### src/rtl/dcs_pkg.sv
package dcs_pkg;
  localparam int unsigned WORD_W  = 32;
  localparam int unsigned CNT_W   = 16;
  localparam int unsigned POS_RUN = 0;
  localparam int unsigned POS_BSY = 1;
  localparam int unsigned POS_ETR = 4;
  localparam int unsigned POS_EBF = 5;
  localparam int unsigned POS_DSC = 6;
  localparam int unsigned POS_CNT = 16;

  typedef struct packed {
    logic run;
    logic bsy;
    logic etr;
    logic ebf;
    logic dsc;
  } dcs_flags_t;
endpackage

### src/rtl/dcs_byte_counter.sv
module dcs_byte_counter
  import dcs_pkg::*;
#(
  parameter int unsigned BEAT_W = 4
) (
  input  logic              clk,
  input  logic              rst_n,
  input  logic              ld_ctl,
  input  logic [CNT_W-1:0]  ctl_val,
  input  logic              ld_dsc,
  input  logic [CNT_W-1:0]  dsc_val,
  input  logic              beat_vld,
  input  logic [BEAT_W-1:0] beat_bytes,
  input  logic              run,
  output logic [CNT_W-1:0]  cnt,
  output logic              zero_evt
);
  localparam int unsigned PAD_W = CNT_W - BEAT_W;

  logic [CNT_W-1:0] cnt_q, cnt_d, beat_ext;
  logic             cnt_ce;

  assign beat_ext = {{PAD_W{1'b0}}, beat_bytes};
  assign cnt_ce   = ld_ctl | ld_dsc | (beat_vld & run);

  always_comb begin
    cnt_d    = cnt_q;
    zero_evt = 1'b0;
    if (ld_ctl) begin
      cnt_d = ctl_val;
    end else if (ld_dsc) begin
      cnt_d = dsc_val;
    end else if (beat_vld && run && (cnt_q != '0)) begin
      if (beat_ext >= cnt_q) begin
        cnt_d    = '0;
        zero_evt = 1'b1;
      end else begin
        cnt_d = cnt_q - beat_ext;
      end
    end
  end

  always_ff @(posedge clk or negedge rst_n) begin
    if (!rst_n)      cnt_q <= '0;
    else if (cnt_ce) cnt_q <= cnt_d;
  end

  assign cnt = cnt_q;
endmodule

### src/rtl/dcs_flag_ctrl.sv
module dcs_flag_ctrl
  import dcs_pkg::*;
(
  input  logic       clk,
  input  logic       rst_n,
  input  logic       cw_stb,
  input  logic       cw_run,
  input  logic       cw_chain,
  input  logic       dl_stb,
  input  logic       dl_run,
  input  logic       dl_chain,
  input  logic       grant,
  input  logic       pkt_done,
  input  logic       dev_end,
  input  logic       fifo_empty,
  input  logic       zero_evt,
  input  logic       rd_clr,
  output dcs_flags_t flags,
  output logic       fetch_req
);
  dcs_flags_t fl_q, fl_d;
  logic       drain_q, drain_d;
  logic       chain_q, chain_d;
  logic       fetch_q, fetch_d;
  logic       dev_evt, stop_busy, fl_ce;

  assign dev_evt   = fl_q.run & dev_end;
  assign stop_busy = cw_stb & ~cw_run & fl_q.bsy & ~fifo_empty;
  assign fl_ce     = cw_stb | dl_stb | grant | pkt_done | dev_end | fifo_empty
                   | zero_evt | rd_clr | drain_q | fetch_q;

  always_comb begin
    fl_d    = fl_q;
    drain_d = drain_q;
    chain_d = chain_q;

    // run flag: end events, then descriptor, then control write
    if (zero_evt || dev_evt || (drain_q && fifo_empty)) fl_d.run = 1'b0;
    if (dl_stb) fl_d.run = dl_run;
    if (cw_stb) begin
      if (cw_run)         fl_d.run = 1'b1;
      else if (!stop_busy) fl_d.run = 1'b0;
    end

    if (stop_busy && fl_q.run) drain_d = 1'b1;
    if (!fl_d.run)             drain_d = 1'b0;

    // busy flag
    if (grant && fl_q.run)          fl_d.bsy = 1'b1;
    if (pkt_done || dev_evt)        fl_d.bsy = 1'b0;
    if (dl_stb && !dl_run)          fl_d.bsy = 1'b0;

    // sticky event flags, set beats clear
    fl_d.etr = (fl_q.etr & ~rd_clr) | dev_evt;
    fl_d.ebf = (fl_q.ebf & ~rd_clr) | zero_evt;
    fl_d.dsc = (fl_q.dsc & ~rd_clr) | dl_stb;

    if (cw_stb)      chain_d = cw_chain;
    else if (dl_stb) chain_d = dl_chain;

    fetch_d = fl_q.run & ~fl_d.run & chain_d;
  end

  always_ff @(posedge clk or negedge rst_n) begin
    if (!rst_n) begin
      fl_q    <= '0;
      drain_q <= 1'b0;
      chain_q <= 1'b0;
    end else if (fl_ce) begin
      fl_q    <= fl_d;
      drain_q <= drain_d;
      chain_q <= chain_d;
    end
  end

  always_ff @(posedge clk or negedge rst_n) begin
    if (!rst_n) fetch_q <= 1'b0;
    else        fetch_q <= fetch_d;
  end

  assign flags     = fl_q;
  assign fetch_req = fetch_q;
endmodule

### src/rtl/dcs_status_pack.sv
module dcs_status_pack
  import dcs_pkg::*;
#(
  parameter bit LIVE = 1'b1
) (
  input  dcs_flags_t        flags,
  input  logic [CNT_W-1:0]  cnt,
  input  logic              fetch_in,
  output logic [WORD_W-1:0] word,
  output logic              fetch_out
);
  logic [WORD_W-1:0] raw;

  always_comb begin
    raw                          = '0;
    raw[POS_RUN]                 = flags.run;
    raw[POS_BSY]                 = flags.bsy;
    raw[POS_ETR]                 = flags.etr;
    raw[POS_EBF]                 = flags.ebf;
    raw[POS_DSC]                 = flags.dsc;
    raw[POS_CNT +: CNT_W]        = cnt;
  end

  generate
    if (LIVE) begin : g_live
      assign word      = raw;
      assign fetch_out = fetch_in;
    end else begin : g_dead
      logic unused_ok;
      assign unused_ok = ^{raw, fetch_in};
      assign word      = '0;
      assign fetch_out = 1'b0;
    end
  endgenerate
endmodule

### src/rtl/dma_chan_status.sv
module dma_chan_status
  import dcs_pkg::*;
#(
  parameter int unsigned CHAN_IDX = 1,
  parameter int unsigned BEAT_W   = 4
) (
  input  logic              clk,
  input  logic              rst_n,
  input  logic              cw_stb,
  input  logic              cw_run,
  input  logic              cw_chain,
  input  logic [15:0]       cw_count,
  input  logic              dl_stb,
  input  logic              dl_run,
  input  logic              dl_chain,
  input  logic [15:0]       dl_count,
  input  logic              beat_vld,
  input  logic [BEAT_W-1:0] beat_bytes,
  input  logic              grant,
  input  logic              pkt_done,
  input  logic              dev_end,
  input  logic              fifo_empty,
  input  logic              rd_stb,
  output logic [31:0]       rd_data,
  output logic              next_desc_req
);
  localparam bit LIVE = (CHAN_IDX != 0);

  dcs_flags_t       flags;
  logic [CNT_W-1:0] cnt;
  logic             zero_evt, fetch_raw;

  dcs_byte_counter #(.BEAT_W(BEAT_W)) u_cnt (
    .clk(clk), .rst_n(rst_n),
    .ld_ctl(cw_stb), .ctl_val(cw_count),
    .ld_dsc(dl_stb), .dsc_val(dl_count),
    .beat_vld(beat_vld), .beat_bytes(beat_bytes),
    .run(flags.run), .cnt(cnt), .zero_evt(zero_evt)
  );

  dcs_flag_ctrl u_flg (
    .clk(clk), .rst_n(rst_n),
    .cw_stb(cw_stb), .cw_run(cw_run), .cw_chain(cw_chain),
    .dl_stb(dl_stb), .dl_run(dl_run), .dl_chain(dl_chain),
    .grant(grant), .pkt_done(pkt_done), .dev_end(dev_end),
    .fifo_empty(fifo_empty), .zero_evt(zero_evt), .rd_clr(rd_stb),
    .flags(flags), .fetch_req(fetch_raw)
  );

  dcs_status_pack #(.LIVE(LIVE)) u_pack (
    .flags(flags), .cnt(cnt), .fetch_in(fetch_raw),
    .word(rd_data), .fetch_out(next_desc_req)
  );
endmodule

### config.mk
export PLATFORM = sky130hd
export DESIGN_NAME = dma_chan_status
export DESIGN_NICKNAME = d
export VERILOG_FILES = /design/src/rtl/dcs_pkg.sv /design/src/rtl/dcs_byte_counter.sv /design/src/rtl/dcs_flag_ctrl.sv /design/src/rtl/dcs_status_pack.sv /design/src/rtl/dma_chan_status.sv
export SDC_FILE = /design/constraint.sdc
export NUM_CORES = 1
export LEC_CHECK = 0
export ABC_AREA = 1
export BUFFER_PORTS_ARGS = -buffer_cell sky130_fd_sc_hd__buf_4
export CAP_MARGIN = 25
export CORE_AREA = 2 2 67 69
export DETAILED_ROUTE_END_ITERATION = 8
export DIE_AREA = 0 0 69 71
export PLACE_DENSITY = 0.92
export SYNTH_ARGS = -nofsm -noshare
export SYNTH_HDL_FRONTEND = slang
export SYNTH_SLANG_ARGS = --single-unit
### constraint.sdc
create_clock -name clk -period 5.1 [get_ports clk]
set_clock_uncertainty 0.2 [all_clocks]
set_input_delay 1.02 -clock clk [delete_from_list [all_inputs] [get_ports clk]]
set_output_delay 1.02 -clock clk [all_outputs]
set_load 0.02 [all_outputs]
# Yosys cells after proc, flatten, opt, wreduce, memory -nomap -nowiden
# Cells that the tools add are included.
# Widths: inputs -> output; s select.
# word_totals
output_inout_bits	33
in_bits	50
wordCells	75
regBits	24
# op_classes
reduce_logical	16
addsub	1
bitwise	27
n_eq_ne	1
n_mux	20
order_cmp	1
# ops
operator	n
$mux 16	4
$ge 4x16->1	1
$mux 1	16
$reduce_bool 16->1	1
$sub 16x4->16	1
$or 1x1->1	13
$and 1x1->1	10
$logic_and 1x1->1	6
$reduce_and 2->1	3
$reduce_bool 3->1	2
$not 1->1	4
$logic_or 1x1->1	3
$ne 2x2->1 const B	1
$logic_not 1->1	1

# Longest topological paths before layout
# Gate-level depths: netlist of the first run.
# depth
word_depth	15
depth_mapped	15
depth_no_buf	14

# By module
# From an unflattened synthesis of the first run, not the netlist that was laid out.
# unflattened
hier_cells	330
hier_area_um2	2148.3
# by_module_without_submodules
mod	seq_area_each_um2	n_inst	cells_each	area_per_inst_um2
dcs_byte_counter	400.4	1	253	1527.7
dcs_flag_ctrl	200.2	1	43	369.1
dcs_status_pack	0.0	1	34	251.5

# Worst setup path after synthesis of the first run
# No wires, ideal clock.
# synth_path
path_type	input -> register
start	in beat_bytes[0]
end	reg u_cnt.cnt_q[5] (netlist: u_cnt.cnt[5])
path_buffers	1
slack_ps	2366
t_arrival_ps	2415
setup_time_ps	119
t_required_ps	4781
path_stages	14
cell_sequence	ha_1 inv_1 fa_1 nand3_1 nand3_2 nand2_2 clkinv_2 nor2_4 nor2_4 buf_8 nand2_2 nand2_1 nand2_1 o21ai_2
# synth_via
elab_chain_cells	5
word_cells_on_any_way	6
cone_classes	add/sub: 1; order compare: 1; mux: 4
# synth_lines
item	line	text
from (decl)	dma_chan_status.sv:18	input logic [BEAT_W-1:0] beat_bytes,
$sub 16x4->16 / $ge 4x16->1 (equally long branches)	dcs_byte_counter.sv:38, dcs_byte_counter.sv:34	
$mux 16 (*)	dcs_byte_counter.sv:34	if (beat_ext >= cnt_q) begin
$mux 16 (*)	dcs_byte_counter.sv:33	end else if (beat_vld && run && (cnt_q != '0)) begin
$mux 16 (*)	dcs_byte_counter.sv:31	end else if (ld_dsc) begin
$mux 16 (*)	dcs_byte_counter.sv:29	if (ld_ctl) begin
to (signal assigned)	dcs_byte_counter.sv:45	else if (cnt_ce) cnt_q <= cnt_d;
to (decl)	dcs_byte_counter.sv:20	logic [CNT_W-1:0] cnt_q, cnt_d, beat_ext;
# Every way passes the cells marked *; elsewhere a longest branch is shown, timed or not. The select of a mux whose other input is x is not followed.
# A chain may end at the register's enable or synchronous reset.

# Worst setup path in the final report of the first run
# layout_path
start	in beat_bytes[0]
end	reg u_cnt.cnt_q[7] (netlist: u_cnt.cnt[7])
# The elaborated chain is that of the path after synthesis.

==> results of run 1 <==
## where the power goes
group / leakage [nW] / internal (W) / switching (W)
registers: 0.289 / 0.000211 / 0.0000316
clock network: 0.0216 / 0.0000530 / 0.0000630
logic: 1.12 / 0.000109 / 0.000164
total: 1.43 / 0.000373 / 0.000259
## cell families after synthesis
| group | synth area share |
|---|---|
| buffers and inverters | 0.143 |
| other | 0.00175 |
| DFF | 0.280 |
| adders and majority gates | 0.0327 |
| and+or+nand+nor | 0.433 |
| AOI/OAI and AO/OA | 0.0969 |
| xor gates and xnor gates | 0.0123 |
## critical path: stages
cell and delay (ns):
buf_4 0.11, ha_1 0.19, inv_1 0.08, fa_1 0.23
nand3_1 0.10, nand3_2 0.13, nand2_2 0.07, clkinv_2 0.06
nor2_4 0.04, nor2_4 0.36, nand2_1 0.11, nand2_1 0.10
nand2_1 0.05, o21ai_0 0.06
## how the worst min path moves through the flow
stage	startpoint	endpoint	cells after the start
after floorplan	u_flg.chain_q	u_flg.chain_q	2
after global placement	u_flg.flags[2]	u_flg.flags[2]	2
after detailed placement	u_flg.flags[0]	u_flg.flags[0]	2
after CTS	u_flg.flags[0]	u_flg.flags[0]	2
after global routing	u_flg.flags[0]	u_flg.flags[0]	2
final	u_flg.flags[0]	u_flg.flags[0]	2
## cells in the mapped netlist (3+ instances only)
cell type | count | area share
nand2_1 | 97 | 0.17
nor2_1 | 45 | 0.079
inv_1 | 28 | 0.049
dfrtp_1 | 24 | 0.28
nand3_1 | 23 | 0.054
a21oi_1 | 22 | 0.051
buf_4 | 14 | 0.049
nand2_2 | 8 | 0.023
nand3_2 | 7 | 0.033
nand4_1 | 6 | 0.018
o21ai_0 | 6 | 0.014
nor2_4 | 5 | 0.026
nor3_1 | 5 | 0.012
ha_1 | 4 | 0.023
or2_2 | 4 | 0.012
a21o_1 | 3 | 0.011
xor2_1 | 3 | 0.012
## through the flow
stage / area, um^2 / util / total power [W]
floorplan: 2180 / - / 0.000429
global placement: 2590 / 0.615 / 0.000511
detailed placement: 2590 / 0.615 / 0.000518
CTS: 2630 / 0.625 / 0.000631
global route: 2630 / 0.625 / 0.000672
finish: 2630 / 0.625 / 0.000632
## flip-flops by register name (all words and copies together) (netlist names)
signal	count
u_cnt.cnt	16
u_flg.chain_q	1
u_flg.fetch_req	1
u_flg.flags	5
u_flg.drain_q	1
## cell type report
cell class                      instances  area, um^2  share of cell area
Multi-Input combinational cell        258        1270               0.485
Sequential cell                        24         601               0.228
Timing Repair Buffer                   71         533               0.203
Inverter                               30         114              0.0433
Tap cell                               52        65.1              0.0248
Clock buffer                            3        41.3              0.0157
## cell usage in the layout (no fill, tap or decap)
master and count:
nand2_1 97, buf_4 71, nor2_1 45, inv_1 28, dfrtp_1 24, nand3_1 23, a21oi_1 22, conb_1 11
nand2_2 8, nand3_2 7, nand4_1 6, o21ai_0 6, nor2_4 5, nor3_1 5, or2_2 4, ha_1 4
xor2_1 3, a21o_1 3, clkbuf_8 3, o21ai_1 2, o21ai_2 2, nor2_2 1, nand2_4 1, clkinv_2 1
inv_2 1, o21bai_1 1, a41o_1 1, fa_1 1
## metal layers
metal,share of wire,up-vias,global-route usage
met2,0.50,107,0.401
li1,-,1131,-
met5,0,-,0
met4,0.017,0,0.0675
met1,0.40,1026,0.301
met3,0.075,10,0.0285
==> qor.csv, run 1 <==
stage,metric,value,unit
outcome,status,finished clean,
detailed_routing,finalWirelength,5660,um
sta,min_period,2.71,ns
detailed_routing,vias,2274,
cts,cts.sinks,24,
sta,timing.final.hold_violations,0,
cts,clkTransAtPathRegs,0.09,ns
placed_design,routabilityCongestion,0.878,
floorplan,die_h,71,um
synth,synth-edff-count,0,
grt,antenna_found_initial,0,
synth,syn_area,2140,um^2
detailed_routing,routed_via_density,5.19,
worst_setup_path,crit_type,input pin to flip-flop,
cts,cts_tree,done,
sta,fmaxAchievable,0.369,GHz
placed_design,place_inst,435,
worst_setup_path,r2r-start,u_cnt.cnt[0],
grt,grt_pass1_vias,2074,
finish,final_cell_count_no_fill,438,
detailed_routing,wl_per_cell,12.9,um
sta,setup_tns,0,ns
sta,finalSetupViolCount,0,
sta,period_share,0.531,
synth,synth_area_per_cell,6.60,um^2
floorplan,dieWidth,69,um
worst_setup_path,endpoint,u_cnt.cnt[7],
worst_setup_path,arrival,2.70,ns
sta,worst_hold_slack,0.291,ns
worst_setup_path,r2r_end,u_cnt.cnt[8],
flow_run,max_cap_violations,0,
synth,synth.distinct_cells,33,
sta,slew_headroom,0.603,
placed_design,io_buffers,71,
floorplan,num_rows,24,
cts,ctsHoldBuffers,0,
worst_setup_path,critPathLaunchType,input pin,
floorplan,io_pins,83,
sta,grt_setup_unrepaired,no,
placed_design,place_ws,2.12,ns
floorplan,start_util,0.510,
finish,fin_nets,443,
placed_design,dp_hpwl,4350,um
worst_setup_path,r2r_slack,2.73,ns
synth,ys_ff_latch,24,
finish,syn_to_final_growth,22.6,%
grt,grt_usage,0.230,
sta,final-max-slew-violation-count,0,
cts,cts_inserted_buffers,3,
synth,synthCells,325,
worst_setup_path,cp_data_required_time,5.09,ns
grt,grt_max_degree,25,
worst_setup_path,cp-end-kind,flip-flop,
finish,drive_gt1_frac,0.269,
cts,cts_setup_buffers,0,
grt,grt_pass1_wl,9300,um
power_and_ir_drop,ir_worst_vdd,0.000164,V
sta,layout_setup_ws,2.39,ns
synth,yosysWarnings,0,
cts,worst_skew_pair.late_latency,0.27,ns
floorplan,core_area,4200,um^2
grt,grt-ovfl-total,0,
power_and_ir_drop,p_leak,1.43,nW
sta,tightest_slew,0.595,ns
worst_setup_path,crit_fanout,13,
synth,ys_async_sr_fraction,1.00,
detailed_routing,drt_pass1_iterations,4,
cts,htreeDepth,1,
power_and_ir_drop,power_density,240,nW/um^2
cts,cts.repair.resized,0,
synth,synth_flop_cell,dfrtp_1,
detailed_routing,drtIter0Drc,197,
detailed_routing,ant_nets,0,
worst_setup_path,ff2ff_path_depth,12,
finish,antenna_cells,0,
synth,yosysSeqAreaShare,0.280,
detailed_routing,drc,0,
min_path,min_path_type,flip-flop to flip-flop,
worst_setup_path,timing.critical_path.from,beat_bytes[0],
finish,n_fill_cell,404,
cts,root_buffer,clkbuf_8,
floorplan,die-area,4900,um^2
cts,clock_path_buffers,2,
Note: power is estimated with default switching activity, not from simulation.
==> run 2, diff against run 1 <==
--- a/config.mk
+++ b/config.mk
@@ -8,10 +8,10 @@
 export ABC_AREA = 1
 export BUFFER_PORTS_ARGS = -buffer_cell sky130_fd_sc_hd__buf_4
 export CAP_MARGIN = 25
-export CORE_AREA = 2 2 67 69
+export CORE_AREA = 2 2 69 71
 export DETAILED_ROUTE_END_ITERATION = 8
-export DIE_AREA = 0 0 69 71
-export PLACE_DENSITY = 0.92
+export DIE_AREA = 0 0 71 73
+export PLACE_DENSITY = 0.87
 export SYNTH_ARGS = -nofsm -noshare
 export SYNTH_HDL_FRONTEND = slang
 export SYNTH_SLANG_ARGS = --single-unit
==> constraint.sdc (replaced) <==
create_clock -name clk -period 2.75 [get_ports clk]
set_clock_uncertainty 0.2 [all_clocks]
set_input_delay 0.55 -clock clk [delete_from_list [all_inputs] [get_ports clk]]
set_output_delay 0.55 -clock clk [all_outputs]
set_load 0.02 [all_outputs]
==> run 2 against run 1 <==
Die area increased by 5.8%; sequential power increased by 86%; register-to-register slack got worse by 2.3 ns; utilization decreased by 3.7 points; power increased by 93%; global-route usage decreased by 0.53 points; largest cell class unchanged.
==> qor.csv, run 2 (synthesized netlist as in run 1, its figures left out) <==
stage,metric,value,unit
outcome,status,finished clean,
power_and_ir_drop,p_switching,0.000492,W
grt,grt_pass1_wl,9410,um
power_and_ir_drop,ir_worst_vdd,0.000233,V
cts,root_buffer,clkbuf_8,
detailed_routing,wl_per_cell,12.7,um
grt,grt-ovfl-total,0,
detailed_routing,finalWirelength,5640,um
power_and_ir_drop,p_sw_frac,0.404,
worst_setup_path,cp_data_required_time,2.73,ns
power_and_ir_drop,seqPwrFrac,0.370,
floorplan,num_rows,25,
floorplan,core_area,4540,um^2
finish,final_common_cell,nand2_1,
cts,cts_inserted_buffers,3,
placed_design,routabilityCongestion,0.870,
cts,htreeDepth,1,
finish,fin_nets,446,
floorplan,io_pins,83,
worst_setup_path,crit_fanout,5,
min_path,hold_depth,2,
detailed_routing,drt_pass1_iterations,4,
cts,worst_skew_pair.late_latency,0.28,ns
cts,cts.sinks,24,
finish,largest_reg_flops,16,
power_and_ir_drop,p_int,0.000725,W
detailed_routing,vias,2263,
min_path,min_path_type,input pin to flip-flop,
sta,setup_tns,0,ns
detailed_routing,ant_nets,0,
cts,cts.repair.resized,0,
sta,grt_setup_unrepaired,no,
floorplan,die-area,5180,um^2
finish,antenna_cells,0,
cts,clock_path_buffers,2,
finish,drive_gt1_frac,0.274,
worst_setup_path,cp-end-kind,flip-flop,
worst_setup_path,r2r_slack,0.41,ns
worst_setup_path,crit_type,flip-flop to flip-flop,
sta,timing.final.hold_violations,0,
power_and_ir_drop,p_comb_frac,0.416,
power_and_ir_drop,pwr-share-clk,0.213,
floorplan,dieWidth,71,um
power_and_ir_drop,p_leak,1.45,nW
sta,period_share,0.850,
detailed_routing,drc,0,
cts,clkTransAtPathRegs,0.10,ns
detailed_routing,routed_via_density,5.10,
grt,grt_max_degree,25,
sta,fmaxAchievable,0.428,GHz
floorplan,die_h,73,um
grt,grt_pass1_vias,2166,
placed_design,io_buffers,71,
grt,antenna_found_initial,0,
sta,min_period,2.34,ns
placed_design,dp_hpwl,4290,um
worst_setup_path,arrival,2.31,ns
cts,cts_tree,done,
finish,utilization,0.589,
floorplan,start_util,0.473,
grt,grt_usage,0.225,
sta,finalSetupViolCount,0,
worst_setup_path,ff2ff_path_depth,12,
worst_setup_path,critPathLaunchType,flip-flop,
sta,final-max-slew-violation-count,0,
power_and_ir_drop,power_density,456,nW/um^2
finish,layout_common_cells,"nand2_1 (97), buf_4 (73), nor2_1 (45), inv_1 (28), dfrtp_1 (24)",
sta,worst_hold_slack,0.232,ns
finish,syn_to_final_growth,24.5,%
detailed_routing,drtIter0Drc,242,
flow_run,max_cap_violations,0,
run 2: changes by cell type in the layout (fill, tap and decap cells not counted):
cell           before  now
dlygate4sd3_1       0    1
buf_4              71   73
clkbuf_8            3    4
run 2: repair_timing:
item                                   CTS  global route
setup buffers                            0             0
endpoints found under the hold margin   24             0
hold buffers                             1             0
run 2: power by group through the flow:
stage / clock network (W) / registers [W] / logic [W]
floorplan: 0 / 0.000490 / 0.000306
global placement: 0 / 0.000456 / 0.000492
detailed placement: 0 / 0.000457 / 0.000504
CTS: 0.000255 / 0.000450 / 0.000507
global route: 0.000270 / 0.000458 / 0.000565
finish: 0.000259 / 0.000451 / 0.000507
run 2: worst max-delay path, stage by stage (launching register included):
cell and delay (ns):
dfrtp_1 0.42, inv_1 0.07, ha_1 0.13, inv_1 0.06
fa_1 0.41, nand3_1 0.12, nand3_2 0.12, nor2_1 0.31
nand3_1 0.14, nand3_2 0.09, nand2_1 0.05, nand2_1 0.05
nand2_1 0.05
run 2: worst paths after layout:
path                                start         endpoint
min in group asynchronous           rst_n  u_flg.fetch_req
hold reg to reg            u_flg.flags[2]   u_flg.flags[2]
max in group asynchronous           rst_n     u_cnt.cnt[9]
setup / recovery             u_cnt.cnt[0]    u_cnt.cnt[14]
setup reg to reg             u_cnt.cnt[0]    u_cnt.cnt[14]
hold / removal                   pkt_done   u_flg.flags[3]
run 2: routing by layer:
metal | up-vias | GRT usage | share of wire
met5 | - | 0 | 0
met1 | 1027 | 0.274 | 0.42
met4 | 0 | 0.0650 | 0.0098
li1 | 1139 | - | -
met2 | 92 | 0.410 | 0.51
met3 | 5 | 0.0345 | 0.066
run 2: final cells by class:
cell class	count	area, um^2
Inverter	30	114
Clock buffer	4	55.1
Sequential cell	24	601
Multi-Input combinational cell	258	1270
Timing Repair Buffer	74	558
Tap cell	54	67.6
Fill cell	431	1870
run 2: stage by stage:
stage | power, W | cell area [um^2] | std cells | setup WS, ns
final | 0.00122 | 2670 | 444 | 0.412
after detailed placement | 0.000960 | 2610 | 439 | 0.251
after global placement | 0.000948 | 2610 | 439 | 0.347
after CTS | 0.00121 | 2670 | 444 | 0.431
after global routing | 0.00129 | 2670 | 444 | 0.191
after floorplan | 0.000796 | 2180 | 335 | 0.486
